`src/rtl/irq_entry_pkg.sv`:
```
package irq_entry_pkg;
  localparam int SR_W     = 16;
  localparam int SR_SUP   = 13;
  localparam int SR_STEP  = 15;
  localparam int SR_MLO   = 8;
  localparam logic [SR_W-1:0] SR_AT_RESET = 16'h2700;

  localparam logic [7:0] VEC_TRAP0  = 8'd32;
  localparam logic [7:0] VEC_ZERO   = 8'd5;
  localparam logic [7:0] VEC_OVFL   = 8'd7;

  typedef enum logic [2:0] {
    SQ_IDLE, SQ_ACK, SQ_SAVE_PC, SQ_SAVE_SR, SQ_VFETCH
  } seq_st_t;

  // Vector number for an internal exception request
  function automatic logic [7:0] exc_vector(input logic [1:0] kind,
                                            input logic [3:0] arg);
    case (kind)
      2'd0:    return VEC_TRAP0 + {4'd0, arg};
      2'd1:    return VEC_ZERO;
      default: return VEC_OVFL;
    endcase
  endfunction
endpackage

```
`src/rtl/irq_accept.sv`:
```
module irq_accept #(
  parameter int LW = 3
) (
  input  logic [LW-1:0] pend,
  input  logic [LW-1:0] mask,
  input  logic [LW-1:0] serviced,
  output logic          take
);
  localparam logic [LW-1:0] TOP_LVL = '1;

  logic above_mask;
  logic not_below;

  always_comb begin
    above_mask = (pend > mask) || (pend == TOP_LVL);
    not_below  = (pend >= serviced);
    take       = (pend != '0) && above_mask && not_below;
  end
endmodule

```
`src/rtl/entry_fsm.sv`:
```
module entry_fsm
  import irq_entry_pkg::*;
#(
  parameter int AW = 32,
  parameter int LW = 3,
  parameter int VW = 8
) (
  input  logic            clk,
  input  logic            rst,
  input  logic            take_irq,
  input  logic [LW-1:0]   pend_lvl,
  input  logic            exc_req,
  input  logic [1:0]      exc_kind,
  input  logic [3:0]      exc_arg,
  input  logic            ack_done,
  input  logic [VW-1:0]   ack_vec,
  input  logic            mem_ack,
  input  logic [AW-1:0]   mem_rdata,
  input  logic            ld_en,
  input  logic [SR_W-1:0] ld_sr,
  input  logic [AW-1:0]   ld_pc,
  input  logic [AW-1:0]   ld_sp,
  input  logic [AW-1:0]   ld_vbr,
  input  logic [LW-1:0]   ld_lvl,
  output logic            busy,
  output logic            ack_req,
  output logic [LW-1:0]   ack_lvl,
  output logic            mem_req,
  output logic            mem_we,
  output logic            mem_long,
  output logic [AW-1:0]   mem_addr,
  output logic [AW-1:0]   mem_wdata,
  output logic [SR_W-1:0] sr_q,
  output logic [AW-1:0]   pc_q,
  output logic [AW-1:0]   sp_q,
  output logic [LW-1:0]   cur_lvl
);
  localparam logic [AW-1:0] STEP_PC = AW'(4);
  localparam logic [AW-1:0] STEP_SR = AW'(2);

  seq_st_t         st;
  logic [VW-1:0]   vec_q;
  logic            from_irq;
  logic [AW-1:0]   vbr_q;

  always_ff @(posedge clk) begin
    if (rst) begin
      st       <= SQ_IDLE;
      sr_q     <= SR_AT_RESET;
      pc_q     <= '0;
      sp_q     <= '0;
      vbr_q    <= '0;
      cur_lvl  <= '0;
      vec_q    <= '0;
      from_irq <= 1'b0;
    end else begin
      case (st)
        SQ_IDLE: begin
          if (exc_req) begin
            vec_q    <= VW'(exc_vector(exc_kind, exc_arg));
            from_irq <= 1'b0;
            st       <= SQ_SAVE_PC;
          end else if (take_irq) begin
            cur_lvl  <= pend_lvl;
            from_irq <= 1'b1;
            st       <= SQ_ACK;
          end else if (ld_en) begin
            sr_q    <= ld_sr;
            pc_q    <= ld_pc;
            sp_q    <= ld_sp;
            vbr_q   <= ld_vbr;
            cur_lvl <= ld_lvl;
          end
        end
        SQ_ACK: begin
          if (ack_done) begin
            vec_q <= ack_vec;
            st    <= SQ_SAVE_PC;
          end
        end
        SQ_SAVE_PC: begin
          if (mem_ack) begin
            sp_q <= sp_q - STEP_PC;
            st   <= SQ_SAVE_SR;
          end
        end
        SQ_SAVE_SR: begin
          if (mem_ack) begin
            sp_q          <= sp_q - STEP_SR;
            sr_q[SR_SUP]  <= 1'b1;
            sr_q[SR_STEP] <= 1'b0;
            if (from_irq) sr_q[SR_MLO +: LW] <= cur_lvl;
            st <= SQ_VFETCH;
          end
        end
        SQ_VFETCH: begin
          if (mem_ack) begin
            pc_q <= mem_rdata;
            st   <= SQ_IDLE;
          end
        end
        default: st <= SQ_IDLE;
      endcase
    end
  end

  // Outputs depend on state registers only
  always_comb begin
    busy      = (st != SQ_IDLE);
    ack_req   = (st == SQ_ACK);
    ack_lvl   = cur_lvl;
    mem_req   = 1'b0;
    mem_we    = 1'b0;
    mem_long  = 1'b1;
    mem_addr  = '0;
    mem_wdata = '0;
    case (st)
      SQ_SAVE_PC: begin
        mem_req   = 1'b1;
        mem_we    = 1'b1;
        mem_addr  = sp_q - STEP_PC;
        mem_wdata = pc_q;
      end
      SQ_SAVE_SR: begin
        mem_req   = 1'b1;
        mem_we    = 1'b1;
        mem_long  = 1'b0;
        mem_addr  = sp_q - STEP_SR;
        mem_wdata = AW'(sr_q);
      end
      SQ_VFETCH: begin
        mem_req   = 1'b1;
        mem_addr  = vbr_q + AW'({vec_q, 2'b00});
      end
      default: ;
    endcase
  end
endmodule

```
`src/rtl/irq_entry_seq.sv`:
```
module irq_entry_seq
  import irq_entry_pkg::*;
#(
  parameter int AW = 32,
  parameter int LW = 3,
  parameter int VW = 8
) (
  input  logic            clk,
  input  logic            rst,
  input  logic [LW-1:0]   pend_lvl,
  output logic            ack_req,
  output logic [LW-1:0]   ack_lvl,
  input  logic            ack_done,
  input  logic [VW-1:0]   ack_vec,
  input  logic            exc_req,
  input  logic [1:0]      exc_kind,
  input  logic [3:0]      exc_arg,
  output logic            mem_req,
  output logic            mem_we,
  output logic            mem_long,
  output logic [AW-1:0]   mem_addr,
  output logic [AW-1:0]   mem_wdata,
  input  logic [AW-1:0]   mem_rdata,
  input  logic            mem_ack,
  input  logic            ld_en,
  input  logic [SR_W-1:0] ld_sr,
  input  logic [AW-1:0]   ld_pc,
  input  logic [AW-1:0]   ld_sp,
  input  logic [AW-1:0]   ld_vbr,
  input  logic [LW-1:0]   ld_lvl,
  output logic            busy,
  output logic [SR_W-1:0] sr_q,
  output logic [AW-1:0]   pc_q,
  output logic [AW-1:0]   sp_q,
  output logic [LW-1:0]   cur_lvl
);
  logic take_irq;

  irq_accept #(.LW(LW)) u_accept (
    .pend     (pend_lvl),
    .mask     (sr_q[SR_MLO +: LW]),
    .serviced (cur_lvl),
    .take     (take_irq)
  );

  entry_fsm #(.AW(AW), .LW(LW), .VW(VW)) u_fsm (
    .clk       (clk),
    .rst       (rst),
    .take_irq  (take_irq),
    .pend_lvl  (pend_lvl),
    .exc_req   (exc_req),
    .exc_kind  (exc_kind),
    .exc_arg   (exc_arg),
    .ack_done  (ack_done),
    .ack_vec   (ack_vec),
    .mem_ack   (mem_ack),
    .mem_rdata (mem_rdata),
    .ld_en     (ld_en),
    .ld_sr     (ld_sr),
    .ld_pc     (ld_pc),
    .ld_sp     (ld_sp),
    .ld_vbr    (ld_vbr),
    .ld_lvl    (ld_lvl),
    .busy      (busy),
    .ack_req   (ack_req),
    .ack_lvl   (ack_lvl),
    .mem_req   (mem_req),
    .mem_we    (mem_we),
    .mem_long  (mem_long),
    .mem_addr  (mem_addr),
    .mem_wdata (mem_wdata),
    .sr_q      (sr_q),
    .pc_q      (pc_q),
    .sp_q      (sp_q),
    .cur_lvl   (cur_lvl)
  );
endmodule

```
`config.mk`:
```
export PLATFORM = sky130hd
export DESIGN_NAME = irq_entry_seq
export DESIGN_NICKNAME = d
export VERILOG_FILES = /design/src/rtl/irq_entry_pkg.sv /design/src/rtl/irq_accept.sv /design/src/rtl/entry_fsm.sv /design/src/rtl/irq_entry_seq.sv
export SDC_FILE = /design/constraint.sdc
export NUM_CORES = 1
export LEC_CHECK = 0
export ABC_AREA = 0
export ABC_CLOCK_PERIOD_IN_PS = 11000
export CAP_MARGIN = 15
export CORE_UTILIZATION = 40
export DETAILED_ROUTE_END_ITERATION = 10
export PLACE_DENSITY = 0.83
export SLEW_MARGIN = 40
export SYNTH_ARGS = -nofsm -noshare
export SYNTH_HDL_FRONTEND = slang
export SYNTH_HIERARCHICAL = 1
export SYNTH_SLANG_ARGS = --single-unit
export TNS_END_PERCENT = 5
```
`constraint.sdc`:
```
create_clock -name clk -period 11 [get_ports clk]
set_clock_uncertainty 0.2 [all_clocks]
set_input_delay 1.65 -clock clk [delete_from_list [all_inputs] [get_ports clk]]
set_output_delay 1.65 -clock clk [all_outputs]
set_load 0.02 [all_outputs]
```
# Yosys cells after proc, flatten, opt, wreduce, memory -nomap -nowiden
# Index checks and enable logic that the tools add are counted.
# totals
in_bits,170
reg_bits,127
out_inout_bits,155
# op_classes
bitwise,2
n_mux,41
n_reduce_logical,24
n_eq_ne,16
n_addsub,4
order_cmp,2
# op_table
operator,count
$mux 32,9
$pmux 32 s3,2
$pmux 32 s2,2
$mux 16,3
$add 32x10->32,1
$pmux 8 s2,2
$sub 32x2->32 const B,1
$sub 32x3->32 const B,1
$mux 3,10
$mux 8,2
$pmux 3 s5,1
$reduce_and 5->1,3
$ne 2x2->1 const B,7
$reduce_and 6->1,2
$reduce_bool 2->1,5
$reduce_bool 3->1,3
$add 6x4->7 const A,1
$mux 1,7
$eq 3x2->1 const B,2
$eq 3x3->1 const B,2
$pmux 3 s2,1
$reduce_and 3->1,2
$ne 2x1->1 const B,2
$pmux 1 s2,2
other kinds (14),16

# Logic depth before layout (Yosys ltp)
# Gate-level depths: netlist of run 1.
# logic_depth
word_depth,7
ltp_mapped,15

# By module
# The synthesis of run 1 kept the hierarchy.
# modules_own_cells
module,area_each_um2,cells_each,n_inst
entry_fsm,7543.5,1007,1
irq_accept,153.9,21,1

# Least setup slack after synthesis of run 1
# OpenSTA, ideal clock, no wires.
# synth_path
kind,input -> register
start,in pend_lvl[0]
end,reg u_fsm.pc_q[0]
path_buffers,2
path_slack_ns,6.339
required_ns,10.709
stages,14
setup_time_ns,0.091
arrival_ns,4.370
path_cell_list,inv_1 > ha_1 > nand2b_1 > a21o_1 > a21oi_1 > nor3_1 > clkbuf_1 > or3b_2 > nor2_1 > a21oi_1 > nor3_1 > clkbuf_1 > nor2_1 > a311oi_1
# synth_via
elab_chain_cells,6
word_cells_on_any_way,9
cone_classes,order compare (2); eq/ne (2); reduce/logical (5)
# synth_rtl
item,line,rtl
from (decl),irq_entry_seq.sv:10,"input logic [LW-1:0] pend_lvl,"
$gt 3x3->1 or $eq 3x3->1 (tied branches),irq_accept.sv:15,above_mask = (pend > mask) || (pend == TOP_LVL);
$logic_or 1x1->1,irq_accept.sv:15,
$logic_and 1x1->1,irq_accept.sv:17,take = (pend != '0) && above_mask && not_below;
$logic_and 1x1->1 (*),irq_accept.sv:17,
via take_irq,irq_entry_seq.sv:37,logic take_irq;
$ne 2x2->1 (no line) (*),-,
$reduce_and 5->1 (no line) (*),-,
to (signal assigned),entry_fsm.sv:69,pc_q <= ld_pc;
to (signal assigned),entry_fsm.sv:98,pc_q <= mem_rdata;
to (decl),entry_fsm.sv:34,"output logic [AW-1:0] pc_q,"
# Mark *: on every way through the listed nets, which the timed path passes. The rest lies on a longest branch.
# A chain may end at the register's enable or synchronous reset.

# Worst setup path after layout of run 1
# layout_path
start,reg u_fsm.st[2]
end,out mem_long
# layout_via
elab_chain_cells,2
# layout_rtl
item,line,rtl
from (decl),entry_fsm.sv:41,seq_st_t st;
from (signal assigned),entry_fsm.sv:48,st <= SQ_IDLE;
from (signal assigned),entry_fsm.sv:62,st <= SQ_SAVE_PC;
from (signal assigned),entry_fsm.sv:66,st <= SQ_ACK;
$eq 3x2->1,entry_fsm.sv:117,case (st)
$mux 1,entry_fsm.sv:117,
to (decl),irq_entry_seq.sv:20,"output logic mem_long,"
# No other way between the ends.

==> reports/results.tsv, run 1 <==
stage	metric	value	unit
outcome	status	completed	
placed_design	io_buffers	324	
sta	setup_viol	0	
logic_synthesis	ys_seq_elements	127	
finish	num-nets-final	1490	
sta	grt_setup_unrepaired	false	
min_path	hold_class	flip-flop to flip-flop	
floorplan	core-area	0.01877	mm2
drt	drt-met1-wl	10.62	mm
logic_synthesis	ys.flop_type	dfxtp_1	
sta	tns	0	ns
sta	timing.hold.ws	0.2544	ns
clock_network	post-cts-setup-buffers	0	
logic_synthesis	syn_area	0.007697	mm2
clock_network	clockBufferDepth	2	
critical_path	path_class	flip-flop to primary output	
floorplan	dieArea	0.01980	mm2
global_route	grt_first_pass_wirelength	42.45	mm
logic_synthesis	synth_compound_area_frac	0.2331	
pwr	leakagePower	4.175	nW
drt	top_layer	met4	
global_route	grt_overflow	0	
drt	postRouteAntennaNets	0	
pwr	power.switching	0.8436	mW
logic_synthesis	synthAdderAreaFrac	0.03023	
drt	wl_met2	13.36	mm
floorplan	die_h	140.7	um
drt	drtIter0Drc	607	
finish	drive_gt1_frac	0.05175	
logic_synthesis	synth_top_area_frac	0.3303	
finish	final_util	0.6165	
sta	drv_slew	0	
placed_design	routabilityCongestion	0.9292	
global_route	grt_antenna_before_repair	0	
drt	dr_wl_met3	2.493	mm
placed_design	dp_hpwl	19.84	mm
clock_network	cts_buffers	17	
clock_network	cts_hold_buf	0	
pwr	seq_power_share	0.281	
sta	period_share	0.5100	
critical_path	end_kind	primary output	
sta	fmax	0.1782	GHz
clock_network	cts-root-buf	clkbuf_16	
logic_synthesis	syn-num-nets	1216	
pwr	pwr-share-comb	0.453	
min_path	hold_start	u_fsm/vbr_q[1]	
critical_path	cp.arrival	3.76	ns
logic_synthesis	synth.area.top_cells	dfxtp_1 33%, nand2_1 9.5%, nor2_1 5.7%	
logic_synthesis	synth-edff-count	0	
floorplan	start_util	0.4101	
logic_synthesis	synth.distinct_cells	66	
logic_synthesis	synthMuxAreaShare	0.02601	
global_route	grt_pass1_vias	8245	
pwr	p_sw_frac	0.3924	
critical_path	cp.required	9.15	ns
drt	drc	0	
clock_network	cts_tree	done	
critical_path	crit_start	u_fsm/st[2]	
clock_network	cts.sinks	127	
logic_synthesis	synth-xor-area-share	0.05462	
critical_path	r2r-start	u_fsm/sr_q[9]	
sta	worst_pin_slew	0.7570	ns
clock_network	cts_resized	0	
pwr	power_density	185.8	mW/mm2
logic_synthesis	async_reset_ff_frac	0	
floorplan	io_pins	325	
pwr	p_int	1.306	mW
pwr	ir_worst_vdd	110.3	uV
logic_synthesis	synth_top_family_by_area	simple AND/OR/NAND/NOR gates	
job	cap_violations	0	
logic_synthesis	yosys.area_share.simple	0.2656	
clock_network	clk_latency	0.42	ns
drt	num_vias	8762	
sta	fin_ws	5.390	ns
drt	wl_per_cell	17.73	um
logic_synthesis	avgSynthCellArea	7.488	um2
finish	num_antenna_cells	0	
drt	wl	27.44	mm
floorplan	rows	50	
global_route	grt_usage	0.2708	
drt	drt_pass1_iterations	6	
placed_design	pre_cts_slack	5.369	ns
logic_synthesis	synthCells	1028	
clock_network	cts_max_level	4	
logic_synthesis	ys_seq_area_frac	0.3303	
global_route	grt_start_max_net_pins	70	
finish	area_growth	50.31	%
critical_path	startpoint_type	flip-flop	
pwr	p_clk_frac	0.266	
logic_synthesis	ys.warnings.count	6	
logic_synthesis	synth_area_leader_cell	dfxtp_1	
sta	period_needed	5.610	ns
critical_path	path_max_fanout	57	
floorplan	die_w	140.7	um
clock_network	path_clk_slew	0.05	ns
sta	hold_viol	0	
drt	post_drt_via_cell_ratio	5.660	
sta	slew_headroom	0.4935	
## layout make-up
cell class | count | area [um2]
clock buffer | 20 | 446.7
clock inverter | 11 | 141.4
fill | 1671 | 7198
inverter | 23 | 86.33
multi-input combinational | 800 | 4751
sequential | 127 | 2544
tap | 234 | 292.8
timing repair buffer | 333 | 3308
## sequential cells by signal, summed over array words and instances (netlist names)
register	cells
u_fsm/from_irq	1
u_fsm/pc_q	32
u_fsm/sp_q	32
u_fsm/ack_lvl	3
u_fsm/vbr_q	32
u_fsm/vec_q	8
u_fsm/st	3
u_fsm/sr_q	16
## metrics by stage
stage / total power [mW] / instance area (um2) / std cells
final: 2.150 / 11570 / 1548
after global routing: 2.255 / 11570 / 1548
after detailed placement: 1.571 / 10970 / 1517
after floorplan: 1.194 / 7697 / 1028
after global placement: 1.553 / 10950 / 1517
after CTS: 2.147 / 11550 / 1548
## cells by family (layout without fill, tap and decap cells)
family	Yosys count	in the layout
AO/OA/AOI/OAI	265	265
multiplexers	20	20
flip-flops	127	127
buffers and inverters	101	387
XOR/XNOR	48	48
adder cells (fa/ha/maj)	18	18
AND/OR/NAND/NOR	449	449
## power by group through the flow
stage / logic [mW] / clock network, mW / registers, mW
floorplan: 0.555 / 0 / 0.639
global placement: 0.942 / 0 / 0.611
detailed placement: 0.958 / 0 / 0.613
CTS: 0.964 / 0.580 / 0.603
global route: 1.04 / 0.601 / 0.614
finish: 0.973 / 0.572 / 0.604
## cell usage after synthesis (19+ instances only)
cell        n
xor2_1     23
a311oi_1   32
mux2i_1    20
nor3_1     20
nand2_1   195
o21ai_0    27
inv_1      23
nor2_1    116
a21oi_1    81
a211oi_1   19
clkbuf_1   60
dfxtp_1   127
o22ai_1    22
xnor2_1    25
nand3_1    25
## worst max-delay path: stages (launching register included)
cell and delay [ns]:
dfxtp_1 0.72, nand2b_4 0.57, buf_4 0.61, inv_1 0.27, buf_4 0.32, nand2_1 0.16
clkdlybuf4s50_1 0.64
## metal layers
layer / track usage / up-vias
li1: - / 4213
met1: 0.3050 / 4083
met2: 0.4745 / 403
met4: 0.1236 / 0
met3: 0.07541 / 63
met5: 0 / -
## cells in the final DEF (no fill, tap or decap), types with 5 or more instances in the layout
cell / instances
a21o_1: 10
o22ai_1: 22
a21oi_1: 81
o32ai_1: 6
nor2_1: 113
a32oi_1: 8
or3_1: 7
clkdlybuf4s50_1: 323
dfxtp_1: 126
o21ai_0: 27
nor3_1: 18
xor2_1: 23
a211oi_1: 19
nand2_1: 193
xnor2_1: 25
o31ai_1: 6
buf_4: 10
a22oi_1: 13
nor4_1: 8
clkbuf_16: 17
and2_1: 16
a311oi_1: 32
inv_1: 23
mux2i_1: 20
and4_1: 5
ha_1: 17
a22o_1: 6
and3_1: 6
a31oi_1: 5
nand2b_1: 10
nand4_1: 10
nand3_1: 25
## final timing paths
path | depth (start not counted) | endpoint | slack, ns
hold / removal | 2 | u_fsm/vbr_q[1] | 0.25
setup reg to reg | 11 | u_fsm/sp_q[26] | 7.18
setup / recovery | 6 | mem_long | 5.39
hold reg to reg | 2 | u_fsm/vbr_q[1] | 0.25
Power figures use the tool's default switching activity.
==> inputs of run 2 (changes only) <==
Settings changed: ABC_CLOCK_PERIOD_IN_PS 11000 to 4500, CORE_UTILIZATION 40 to 39, PLACE_DENSITY 0.83 to 0.84.
Clock period 11 ns to 4.5 ns, I/O delays scaled along.
==> reports/results.tsv, run 2 (same netlist as run 1, synthesis figures left out) <==
stage	metric	value	unit	change
sta	drv_slew	0		unchanged
clock_network	cts_hold_buf	0		unchanged
clock_network	clk_latency	0.41	ns	about the same
pwr	power	5.360	mW	+150%
global_route	grt_use_met3	0.07604		+0.0006355
placed_design	routabilityCongestion	0.8794		-5.4%
finish	final_cell_mix	322 x clkdlybuf4s50_1, 193 x nand2_1, 126 x dfxtp_1		
finish	reg_top3	u_fsm/pc_q (32), u_fsm/sp_q (32), u_fsm/vbr_q (32)		
finish	stdcell_count	1598		+3.2%
finish	design_area	0.01179	mm2	+1.9%
floorplan	die_h	142.5	um	+1.3%
drt	wl_per_cell	17.68	um	-0.28%
global_route	met2_usage	0.4848		+0.01031
drt	drt_pass1_iterations	6		unchanged
sta	fin_ws	0.1131	ns	-5.276 ns
clock_network	post-cts-setup-buffers	0		unchanged
sta	hold_viol	0		unchanged
drt	drc	0		unchanged
placed_design	pre_cts_slack	0.2459	ns	-5.124 ns
finish	drive_gt1_frac	0.06527		+0.01352
min_path	hold_class	flip-flop to flip-flop		
critical_path	cp.required	3.62	ns	-5.53 ns
job	cap_violations	0		unchanged
floorplan	rows	51		+2.0%
drt	post_drt_via_cell_ratio	5.533		-2.3%
clock_network	cts_max_level	4		unchanged
sta	tns	0	ns	unchanged
floorplan	start_util	0.3968		-0.01333
finish	multi_input_area	0.004740	mm2	-0.24%
sta	worst_pin_slew	0.6759	ns	-0.08109 ns
clock_network	path_clk_slew	0.06	ns	about the same
drt	num_vias	8841		+0.90%
drt	postRouteAntennaNets	0		unchanged
finish	final_util	0.6079		-0.008559
floorplan	core-area	0.01940	mm2	+3.4%
clock_network	clockBufferDepth	2		unchanged
floorplan	dieArea	0.02030	mm2	+2.5%
sta	timing.hold.ws	0.2551	ns	+0.0007430 ns
floorplan	io_pins	325		unchanged
clock_network	cts.sinks	127		unchanged
global_route	grt_antenna_before_repair	1		+1
drt	drtIter0Drc	602		-0.82%
finish	fill_cells	1733		+3.7%
placed_design	placed_area	0.01117	mm2	+1.8%
floorplan	die_w	142.5	um	+1.3%
pwr	power_density	454.5	mW/mm2	+140%
finish	num-nets-final	1508		+1.2%
pwr	ir_worst_vdd	286.3	uV	+160%
global_route	grt.busiest_layer	met2		
clock_network	cts_buffers	17		unchanged
finish	regArea	0.002544	mm2	unchanged
sta	setup_viol	0		unchanged
placed_design	io_buffers	324		unchanged
sta	fmax	0.2280	GHz	
finish	num_antenna_cells	0		unchanged
critical_path	cp.arrival	3.51	ns	-0.25 ns
pwr	leakagePower	4.288	nW	+2.7%
placed_design	dp_cells	1566		+3.2%
global_route	grt_pass1_vias	8380		+1.6%
sta	period_share	0.9749		
global_route	grt_usage	0.2721		+0.001301
critical_path	startpoint_type	flip-flop		
critical_path	path_class	flip-flop to primary output		
clock_network	cts_resized	0		unchanged
global_route	grt_first_pass_wirelength	43.13	mm	+1.6%
drt	wl	28.25	mm	+2.9%
global_route	grt_overflow	0		unchanged
placed_design	dp_hpwl	20.73	mm	+4.5%
outcome	status	completed		
global_route	use_met1	0.3051		about the same
critical_path	end_kind	primary output		
global_route	grt_start_max_net_pins	83		+19%
finish	area_growth	53.20	%	
clock_network	cts-root-buf	clkbuf_16		
clock_network	cts_tree	done		
finish	final_common_cell	clkdlybuf4s50_1		
sta	grt_setup_unrepaired	false		
sta	period_needed	4.387	ns	
critical_path	path_max_fanout	10		-82%
sta	slew_headroom	0.5452		+0.05177
[run 2: cell type report]
class,instances,area share
clock buffer,23,0.04223
clock inverter,9,0.009019
inverter,23,0.007321
multi-input combinational,800,0.4019
sequential,127,0.2157
tap,265,0.02812
timing repair buffer,351,0.2957
[run 2: final timing paths]
check	startpoint	to	slack, ns	cells past startpoint
worst max-delay path	u_fsm/sp_q[4]	mem_addr[23]	0.11	6
worst min-delay path	u_fsm/vbr_q[1]	u_fsm/vbr_q[1]	0.26	2
worst max register to register	u_fsm/sr_q[9]	u_fsm/sp_q[26]	1.09	10
worst min register to register	u_fsm/vbr_q[1]	u_fsm/vbr_q[1]	0.26	2
[run 2: per-layer routing]
| metal | wire (um) | share of wire |
|---|---|---|
| met1 | 10800 | 0.38 |
| met2 | 14170 | 0.50 |
| met3 | 2482 | 0.088 |
| met4 | 774 | 0.027 |
| met5 | 14 | 0.00050 |
[run 2: report_power, final]
| part | switching, mW | internal, mW |
|---|---|---|
| combinational | 1.39 | 1.10 |
| clock | 0.519 | 0.887 |
| sequential | 0.182 | 1.28 |
[run 2: critical path: stages (launching register included)]
cell	delay (ns)
dfxtp_1	0.40
or4_4	0.59
a2111o_1	0.44
or4_2	0.65
xor2_1	0.19
o22ai_1	0.19
clkdlybuf4s50_1	0.64
